--- config.mk ---
export PLATFORM = sky130hd
export DESIGN_NAME = tmr_gstat
export DESIGN_NICKNAME = d
export VERILOG_FILES = /design/src/rtl/tmr_gstat_pkg.sv /design/src/rtl/tmr_sticky_bank.sv /design/src/rtl/tmr_enable_cell.sv /design/src/rtl/tmr_gstat.sv
export SDC_FILE = /design/constraint.sdc
export NUM_CORES = 1
export LEC_CHECK = 0
export CORE_MARGIN = 1
export CORE_UTILIZATION = 29
export DETAILED_ROUTE_END_ITERATION = 8
export HOLD_SLACK_MARGIN = 0.08
export PLACE_DENSITY = 0.75
export SYNTH_ARGS = -nofsm -noshare
export SYNTH_HDL_FRONTEND = slang
export SYNTH_SLANG_ARGS = --single-unit
--- constraint.sdc ---
create_clock -name clk -period 1.5 [get_ports clk]
set_clock_uncertainty 0.2 [all_clocks]
set_input_delay 0.225 -clock clk [delete_from_list [all_inputs] [get_ports clk]]
set_output_delay 0.225 -clock clk [all_outputs]
set_load 0.05 [all_outputs]
--- src/rtl/tmr_gstat_pkg.sv ---
package tmr_gstat_pkg;

    localparam int NUM_TMR = 3;
    localparam int WORD_W  = 16;
    localparam int IRQ_LSB = 0;
    localparam int OVF_LSB = 4;
    localparam int EN_LSB  = 8;

    typedef enum logic [1:0] {
        EN_HOLD  = 2'd0,
        EN_SET   = 2'd1,
        EN_CLEAR = 2'd2
    } en_op_t;

    typedef struct packed {
        logic [NUM_TMR-1:0] irq;
        logic [NUM_TMR-1:0] ovf;
        logic [NUM_TMR-1:0] en;
    } tmr_state_t;

    // Clear requests for a contiguous field of sticky bits.
    function automatic logic [NUM_TMR-1:0] field_bits(
        input logic [WORD_W-1:0] word,
        input int                lsb
    );
        logic [NUM_TMR-1:0] r;
        for (int i = 0; i < NUM_TMR; i++) r[i] = word[lsb + i];
        return r;
    endfunction

    // Clear has priority over set within one enable pair.
    function automatic en_op_t decode_en_op(
        input logic            acc,
        input logic [WORD_W-1:0] word,
        input int              tmr
    );
        if (!acc)                          return EN_HOLD;
        if (word[EN_LSB + 2*tmr + 1])      return EN_CLEAR;
        if (word[EN_LSB + 2*tmr])          return EN_SET;
        return EN_HOLD;
    endfunction

    function automatic logic [WORD_W-1:0] pack_word(input tmr_state_t s);
        logic [WORD_W-1:0] w;
        w = '0;
        for (int i = 0; i < NUM_TMR; i++) begin
            w[IRQ_LSB + i]        = s.irq[i];
            w[OVF_LSB + i]        = s.ovf[i];
            w[EN_LSB + 2*i]       = s.en[i];
            w[EN_LSB + 2*i + 1]   = s.en[i];
        end
        return w;
    endfunction

    function automatic logic [WORD_W-1:0] reserved_mask();
        logic [WORD_W-1:0] m;
        m = '1;
        for (int i = 0; i < NUM_TMR; i++) begin
            m[IRQ_LSB + i]      = 1'b0;
            m[OVF_LSB + i]      = 1'b0;
            m[EN_LSB + 2*i]     = 1'b0;
            m[EN_LSB + 2*i + 1] = 1'b0;
        end
        return m;
    endfunction

endpackage

--- src/rtl/tmr_sticky_bank.sv ---
module tmr_sticky_bank #(
    parameter int W = 3
) (
    input  logic         clk,
    input  logic         rst,
    input  logic [W-1:0] set_evt,
    input  logic [W-1:0] clr_req,
    output logic [W-1:0] q
);

    for (genvar i = 0; i < W; i++) begin : g_bit
        always_ff @(posedge clk) begin
            if (rst)             q[i] <= 1'b0;
            else if (set_evt[i]) q[i] <= 1'b1;
            else if (clr_req[i]) q[i] <= 1'b0;
        end

        // a set flag survives until a clear request
        a_r2_sticky_hold: assert property (@(posedge clk) disable iff (rst)
            (q[i] && !clr_req[i]) |=> q[i]);
        // an event always lands, even against a clear
        a_r5_set_wins: assert property (@(posedge clk) disable iff (rst)
            set_evt[i] |=> q[i]);
        // an uncontested clear removes the flag
        a_r3_clear_takes: assert property (@(posedge clk) disable iff (rst)
            (clr_req[i] && !set_evt[i]) |=> !q[i]);
    end

endmodule

--- src/rtl/tmr_enable_cell.sv ---
module tmr_enable_cell
    import tmr_gstat_pkg::*;
(
    input  logic   clk,
    input  logic   rst,
    input  en_op_t op,
    output logic   en
);

    always_ff @(posedge clk) begin
        if (rst) en <= 1'b0;
        else begin
            unique case (op)
                EN_SET:   en <= 1'b1;
                EN_CLEAR: en <= 1'b0;
                default:  en <= en;
            endcase
        end
    end

    // hold leaves the enable unchanged
    a_r6_hold: assert property (@(posedge clk) disable iff (rst)
        (op == EN_HOLD) |=> $stable(en));

endmodule

--- src/rtl/tmr_gstat.sv ---
module tmr_gstat
    import tmr_gstat_pkg::*;
(
    input  logic                clk,
    input  logic                rst,
    input  logic                sel,
    input  logic                wr_en,
    input  logic [WORD_W-1:0]   wr_data,
    output logic [WORD_W-1:0]   rd_data,
    input  logic [NUM_TMR-1:0]  irq_evt,
    input  logic [NUM_TMR-1:0]  ovf_evt,
    output logic [NUM_TMR-1:0]  tmr_en,
    output logic                irq_out
);

    localparam logic [WORD_W-1:0] RSV_MASK = reserved_mask();

    logic               acc;
    logic [NUM_TMR-1:0] irq_clr;
    logic [NUM_TMR-1:0] ovf_clr;
    tmr_state_t         st;

    assign acc     = sel & wr_en;
    assign irq_clr = acc ? field_bits(wr_data, IRQ_LSB) : '0;
    assign ovf_clr = acc ? field_bits(wr_data, OVF_LSB) : '0;

    tmr_sticky_bank #(.W(NUM_TMR)) i_irq_bank (
        .clk     (clk),
        .rst     (rst),
        .set_evt (irq_evt),
        .clr_req (irq_clr),
        .q       (st.irq)
    );

    tmr_sticky_bank #(.W(NUM_TMR)) i_ovf_bank (
        .clk     (clk),
        .rst     (rst),
        .set_evt (ovf_evt),
        .clr_req (ovf_clr),
        .q       (st.ovf)
    );

    for (genvar t = 0; t < NUM_TMR; t++) begin : g_tmr
        en_op_t op;
        assign op = decode_en_op(acc, wr_data, t);

        tmr_enable_cell i_en (
            .clk (clk),
            .rst (rst),
            .op  (op),
            .en  (st.en[t])
        );

        // clear bit dominates any set bit in the same write
        a_r7_clear_priority: assert property (@(posedge clk) disable iff (rst)
            (acc && wr_data[EN_LSB + 2*t + 1]) |=> !tmr_en[t]);
        // a lone set bit turns the timer on
        a_r6_set_only: assert property (@(posedge clk) disable iff (rst)
            (acc && wr_data[EN_LSB + 2*t] && !wr_data[EN_LSB + 2*t + 1]) |=> tmr_en[t]);
        // the enable output matches the upper bit of its read pair
        a_r8_pair_mirror: assert property (@(posedge clk) disable iff (rst)
            tmr_en[t] == rd_data[EN_LSB + 2*t + 1]);
    end

    assign rd_data = pack_word(st);
    assign tmr_en  = st.en;
    assign irq_out = |st.irq;

    // reserved positions never read as one
    a_r9_reserved_zero: assert property (@(posedge clk) disable iff (rst)
        (rd_data & RSV_MASK) == '0);
    // without an accepted write or any event the word does not move
    a_r11_no_access_stable: assert property (@(posedge clk) disable iff (rst)
        (!acc && !(|irq_evt) && !(|ovf_evt)) |=> $stable(rd_data));
    // reset empties the whole word
    a_r1_reset_clears: assert property (@(posedge clk)
        rst |=> (rd_data == '0));

endmodule

# Word-level counts from Yosys, hierarchy flattened
# Cells that the tools add are included.
# word_totals
regBits,9
latchBits,0
mem_bits_rw,0
mem_bits_ro,0
input_bits,26
word_cells,74
n_memories,0
# op_classes
n_addsub,0
n_mul,0
div,0
order_cmp,0
eq_ne,6
n_shift,0
muxes,48
bitwise_logic,1
n_reduce_logical,10
# ops
cell,count
2-bit two-way mux,16
1-bit two-way mux,27
2-bit nonzero test,9
2-bit by 1-bit equality test with 1-bit output (second input constant),3
2-bit equality test (second input constant),3
3-bit two-way mux,2
1-bit one-hot mux with 2 select lines,3
3-bit OR reduction,1
1-bit AND,1

# Logic depth before layout (Yosys ltp)
# Gate-level depths: netlist of run 1.
# depth
ltp_word,9
depth_mapped,5
mapped_depth_nobuf,4

# Cells and area by module
# A second synthesis of run 1 with hierarchy kept.
# hier_totals
hier_cells,68
hier_area_um2,561.8
# modules_own_cells
module,instances,cells_per_inst,area_each_um2
tmr_sticky_bank,2,12,105.1
tmr_gstat,1,26,186.4
tmr_enable_cell,3,6,55.1

# Worst setup path before layout of run 1
# Ideal clock, no wire load.
# synth_timing
path_type,reg2out
from,register i_irq_bank.q[1]
to,output irq_out
arrival_ns,1.112
required_ns,1.075
setup_slack_ns,-0.037
path_stages_with_launch,2
n_path_buf,0
path_cell_list,dfxtp_1 or3_1
# synth_via
elab_chain_cells,1
# synth_rtl
element,line,rtl
start: declaration,tmr_sticky_bank.sv:8,output logic [W-1:0] q
start signal: indexed assignment,tmr_sticky_bank.sv:13,if (rst) q[i] <= 1'b0;
start signal: indexed assignment,tmr_sticky_bank.sv:14,else if (set_evt[i]) q[i] <= 1'b1;
start signal: indexed assignment,tmr_sticky_bank.sv:15,else if (clr_req[i]) q[i] <= 1'b0;
3-bit OR reduction,tmr_gstat.sv:67,assign irq_out = |st.irq;
end: declaration,tmr_gstat.sv:13,output logic irq_out
# Every way passes these cells.

# Worst setup path after layout of run 1
# Ends and elaborated chain as after synthesis.

==> results of run 1 <==
[Yosys cell counts]
cell type / count / area [µm²]
nor3_1: 2 / 10.0
nand2_1: 3 / 11.3
and4b_1: 4 / 40.0
buf_6: 2 / 22.5
ha_1: 3 / 37.5
and3_2: 3 / 22.5
conb_1: 1 / 3.75
a21oi_1: 3 / 15.0
dfxtp_1: 9 / 180
or3_1: 1 / 6.26
or2_2: 3 / 18.8
nand4b_1: 3 / 26.3
buf_2: 1 / 5.00
nor3_2: 4 / 40.0
and4b_2: 2 / 22.5
nor2_1: 6 / 22.5
buf_4: 13 / 97.6
[logic make-up after synthesis]
family                   count (synthesis)  synth area share (%)
AO/OA/AOI/OAI                            3                  2.58
AND/OR/NAND/NOR                         31                  37.9
adder cells (fa/ha/maj)                  3                  6.45
buffers and inverters                   16                  21.5
flip-flops                               9                  31.0
other                                    1                 0.645
[cell type report]
| type | instances | area (µm²) | share of cell area [%] |
|---|---|---|---|
| Clock buffer | 4 | 26.3 | 2.26 |
| Sequential cell | 9 | 184 | 15.8 |
| Multi-Input combinational cell | 41 | 339 | 29.1 |
| Timing Repair Buffer | 45 | 583 | 50.1 |
| Tap cell | 25 | 31.3 | 2.69 |
[worst min-delay path, stage by stage, from the launching register on]
cell and delay [ns]:
dfxtp_2 0.36, nor2_1 0.06, nor3_2 0.08
[state kept, by name, summed over array words and instances, names as in the netlist]
signal	cells
i_ovf_bank.q	3
i_irq_bank.q	3
g_tmr.i_en.en	3
[layout by cell type, fill, tap and decap left out, drive strengths merged]
cell and instances:
a21oi 3, and3 3, and4b 6, buf 24, clkbuf 4, clkdlybuf4s50 16
conb 4, dfxtp 9, dlygate4sd2 4, dlymetal6s2s 1, ha 3, nand2 3
nand4b 3, nor2 6, nor3 6, or2 3, or3 1
[path summary, 6_finish.rpt]
kind / slack (ns) / endpoint / cells past startpoint
worst max-delay path: -0.06 / irq_out / 2
worst min-delay path: 0.35 / i_irq_bank.q[0] / 2
worst max register to register: 0.46 / g_tmr[0].i_en.en / 2
worst min register to register: 0.35 / i_irq_bank.q[0] / 2
[what timing repair did]
item / CTS / global route
pin swaps: 6 / 5
endpoints found under the hold margin: 0 / 0
gates resized for setup: 12 / 7
endpoints found under the setup margin: 4 / 3
buffers inserted: 2 / 1
[where the power goes]
part / switching, mW / internal (mW)
sequential: 0.0261 / 0.259
clock: 0.0862 / 0.103
combinational: 0.201 / 0.207
[stage by stage]
step	std cells	instance area, µm²	setup WS [ns]	total power [mW]
2_1_floorplan	66	598	0.0264	0.496
3_3_place_gp	117	1060	-0.487	0.665
3_5_place_dp	117	1060	-0.537	0.671
4_1_cts	123	1140	-0.0655	0.875
5_1_grt	124	1160	-0.0759	0.916
6_report	124	1160	-0.0577	0.882
[layer usage]
layer	global-route usage, %	routed length (µm)	up-vias
met5	0	0	-
met4	6.86	16	0
met3	3.08	108	2
met2	28.9	822	26
met1	16.9	672	248
li1	-	-	275
==> flow_metrics.tcl, run 1 <==
set metrics [dict create \
    outcome "finished with violations" \
    violations "setup timing" \
    dp_hpwl_um 1170 \
    synth_cell_types 17 \
    nFillCells 137 \
    syn_inst 63 \
    start_util_pct 32.3 \
    layout-drive-gt1-share_pct 49.5 \
    crit_required_ns 1.07 \
    dr_total_vias 551 \
    whs_ns 0.347 \
    clk_latency_ns 0.26 \
    cp_max_fo 2 \
    fmax_ghz 0.642 \
    grt_max_degree 10 \
    routed_wl_um 1620 \
    ant_nets 0 \
    start_kind "flip-flop" \
    postLayoutSetupSlackWorst_ns -0.0577 \
    min_from "i_irq_bank.q[0]" \
    antennaDiodeCount 0 \
    period_share_pct 104 \
    die_w_um 46.8 \
    gp_congestion 0.757 \
    cts_buffers 3 \
    final_max_slew_viol_count 0 \
    drt_iter0_drc 2 \
    min_period_ns 1.56 \
    powerDensity_nw_per_um2 758 \
    areaGrowthSynthToFinish_pct 100 \
    die_h_um 46.8 \
    avgRoutedWirePerCell_um 13.1 \
    power.leakage_nw 0.498 \
    cts-root-buf "clkbuf_4" \
    hp-class "reg -> reg" \
    grt_first_pass_wirelength_um 2350 \
    clk_pin_slew_worst_paths_ns 0.06 \
    setup_tns_ns -0.0577 \
    cts_tree "built" \
    synth_seq_area_share_pct 31.0 \
    overflow 0 \
    antenna_found_initial 0 \
    vias_per_cell 4.44 \
    cp_slowest_stage_delay_ns 0.39 \
    critPathLaunch "i_irq_bank.q[1]" \
    synth-seq-cells 9 \
    cts_max_path_buffers 2 \
    cpLargestDelayFamily "simple AND/OR/NAND/NOR gates" \
    critical_path_buf_inv_count 1 \
    dieArea_um2 2190 \
    syn_area_per_cell_um2 9.24 \
    io_pins 46 \
    worstReg2RegStart "g_tmr[0].i_en.en" \
    finalSetupViolations 1 \
    drt_first_pass_iters 2 \
    core_area_um2 1800 \
    cts_hold_buf 0 \
    cts.sinks 9 \
    grt_util_all_layers_pct 15.6 \
    crit_slowest_cell "or3_4" \
    port_buffers 37 \
    grt_pass1_vias 533 \
    yosys_warnings 0 \
    rsz0062_at_grt "true" \
    cp.arrival_ns 1.13 \
    syn-cell-area_um2 582 \
    peakVddDrop_uv 368 \
    finish.utilization_pct 64.6 \
    worstSetupPathType "reg -> out" \
    drc 0 \
    path_cells "or3_4 -> buf_8" \
    cts_max_level 1 \
    endpoint_kind "output pin" \
    rows 15 \
    nNetsFinal 129 \
    hold_viol_final 0 \
    cap_viol_max_count 0 \
]
No activity file was read; power rests on OpenSTA's default activity.
==> run 2: changes to the inputs <==
--- a/config.mk
+++ b/config.mk
@@ -5,7 +5,6 @@
 export SDC_FILE = /design/constraint.sdc
 export NUM_CORES = 1
 export LEC_CHECK = 0
-export CORE_MARGIN = 1
 export CORE_UTILIZATION = 29
 export DETAILED_ROUTE_END_ITERATION = 8
 export HOLD_SLACK_MARGIN = 0.08
==> results of run 2 <==
The final DEF is identical to that of run 1; final timing and power are the same.
==> run 3: changes to the inputs <==
--- a/config.mk
+++ b/config.mk
@@ -5,6 +5,7 @@
 export SDC_FILE = /design/constraint.sdc
 export NUM_CORES = 1
 export LEC_CHECK = 0
+export CORE_MARGIN = 3
 export CORE_UTILIZATION = 29
 export DETAILED_ROUTE_END_ITERATION = 8
 export HOLD_SLACK_MARGIN = 0.08
==> run 3 against run 2 <==
The run still ends with setup timing left. Cell area shrank 0.32%. Via count increased by 3.6%. Setup slack better by 0.0046 ns. Power about the same. Routed wire length rose by 14%.
==> flow_metrics.tcl, run 3 (synthesis results as in run 1) <==
set metrics [dict create \
    outcome "finished with violations" \
    violations "setup timing" \
    power.leakage_nw 0.516 \
    die_h_um 50.8 \
    nFillCells 138 \
    endpoint_kind "output pin" \
    final_max_slew_viol_count 0 \
    cts-root-buf "clkbuf_4" \
    p_int_uw 566 \
    grt_util_all_layers_pct 13.9 \
    dp_hpwl_um 1320 \
    core_area_um2 1800 \
    fmax_ghz 0.644 \
    cts.sinks 9 \
    power.share.sequential_pct 32.3 \
    powerDensity_nw_per_um2 761 \
    io_pins 46 \
    layout-drive-gt1-share_pct 51.0 \
    clk_latency_ns 0.26 \
    reg2reg_depth 2 \
    cts_max_path_buffers 2 \
    top_regs "g_tmr.i_en.en x3, i_irq_bank.q x3, i_ovf_bank.q x3" \
    drc 0 \
    drt_first_pass_iters 3 \
    vias_per_cell 4.57 \
    min_from "wr_en" \
    dieArea_um2 2580 \
    place_ws_ns -0.518 \
    antennaDiodeCount 0 \
    dr_total_vias 571 \
    combPwrFrac_pct 46.2 \
    cp.arrival_ns 1.13 \
    whs_ns 0.273 \
    grt_pass1_vias 515 \
    hp-class "in -> reg" \
    cts_hold_buf 0 \
    cts_buffers 3 \
    cts_tree "built" \
    hold-path-cell-count 3 \
    die_w_um 50.8 \
    avgRoutedWirePerCell_um 14.8 \
    p_clk_share_pct 21.5 \
    rows 15 \
    setup_tns_ns -0.0532 \
    cap_viol_max_count 0 \
    antenna_found_initial 0 \
    start_kind "flip-flop" \
    postLayoutSetupSlackWorst_ns -0.0532 \
    ant_nets 0 \
    areaGrowthSynthToFinish_pct 99.4 \
    routed_wl_um 1840 \
    rsz0062_at_grt "true" \
    start_util_pct 32.3 \
    power.switching_uw 316 \
    final_cell_mix "buf_12 (15), clkdlybuf4s50_1 (14), buf_4 (9)" \
    gp_congestion 0.726 \
    cp_max_fo 2 \
    crit_required_ns 1.07 \
    nNetsFinal 130 \
    finalSetupViolations 1 \
    port_buffers 37 \
    mostFrequentLayoutCell "buf_12" \
    grt_max_degree 10 \
    p_sw_share_pct 35.8 \
    peakVddDrop_uv 477 \
    critPathLaunch "i_irq_bank.q[2]" \
    drt_iter0_drc 6 \
    hold_viol_final 0 \
    clk_pin_slew_worst_paths_ns 0.06 \
    overflow 0 \
    period_share_pct 104 \
    cts_max_level 1 \
    grt_first_pass_wirelength_um 2570 \
    min_period_ns 1.55 \
    worstReg2RegStart "g_tmr[2].i_en.en" \
    worstSetupPathType "reg -> out" \
]
run 3: cell count changes in the layout (fill, tap and decap cells not counted), moves of 2 or more:
cell / previous run / this run
clkdlybuf4s50_1: 16 / 14
dlygate4sd2_1: 4 / 2
dlymetal6s2s_1: 1 / 3
or2_2: 0 / 2
or2_4: 3 / 1
run 3: cell type report:
type / count / area [µm²] / area share, %
clock buffer: 4 / 26.3 / 2.27
multi-input combinational: 41 / 322 / 27.7
sequential: 9 / 186 / 16.1
timing repair buffer: 46 / 594 / 51.2
tap: 25 / 31.3 / 2.70
run 3: path summary, 6_finish.rpt:
check,slack [ns],end
worst min register to register,0.34,i_ovf_bank.q[0]
worst max register to register,0.45,g_tmr[2].i_en.en
worst min-delay path,0.27,i_irq_bank.q[2]
worst max-delay path,-0.05,irq_out
run 3: critical path: stages (launching register included):
cell,delay [ns]
dfxtp_2,0.32
or3_4,0.39
buf_8,0.16
run 3: layer usage:
metal | GRT usage, % | up-vias | routed length [µm]
met4 | 5.38 | 0 | 14
met1 | 13.9 | 265 | 690
li1 | - | 277 | -
met2 | 25.0 | 27 | 961
met5 | 0 | - | 0
met3 | 5.93 | 2 | 177
run 3: what timing repair did:
item                       CTS  global route
buffers inserted             3             1
gates resized for setup     13            10
pin swaps                    5             5
setup endpoints to repair    4             4
run 3: power groups by stage:
| stage | combinational, mW | sequential, mW | clock (mW) |
|---|---|---|---|
| after floorplan | 0.179 | 0.317 | 0 |
| after global placement | 0.374 | 0.292 | 0 |
| after detailed placement | 0.380 | 0.293 | 0 |
| after CTS | 0.397 | 0.285 | 0.196 |
| after global routing | 0.422 | 0.288 | 0.214 |
| final | 0.408 | 0.285 | 0.189 |
run 3: through the flow:
stage          instance area [µm²]  power, mW  util, %  cells
3_5_place_dp                  1060      0.673     58.8    117
5_1_grt                       1160      0.924     64.4    125
2_1_floorplan                  598      0.496        -     66
3_3_place_gp                  1060      0.666     58.8    117
6_report                      1160      0.882     64.4    125
4_1_cts                       1130      0.877     62.8    124
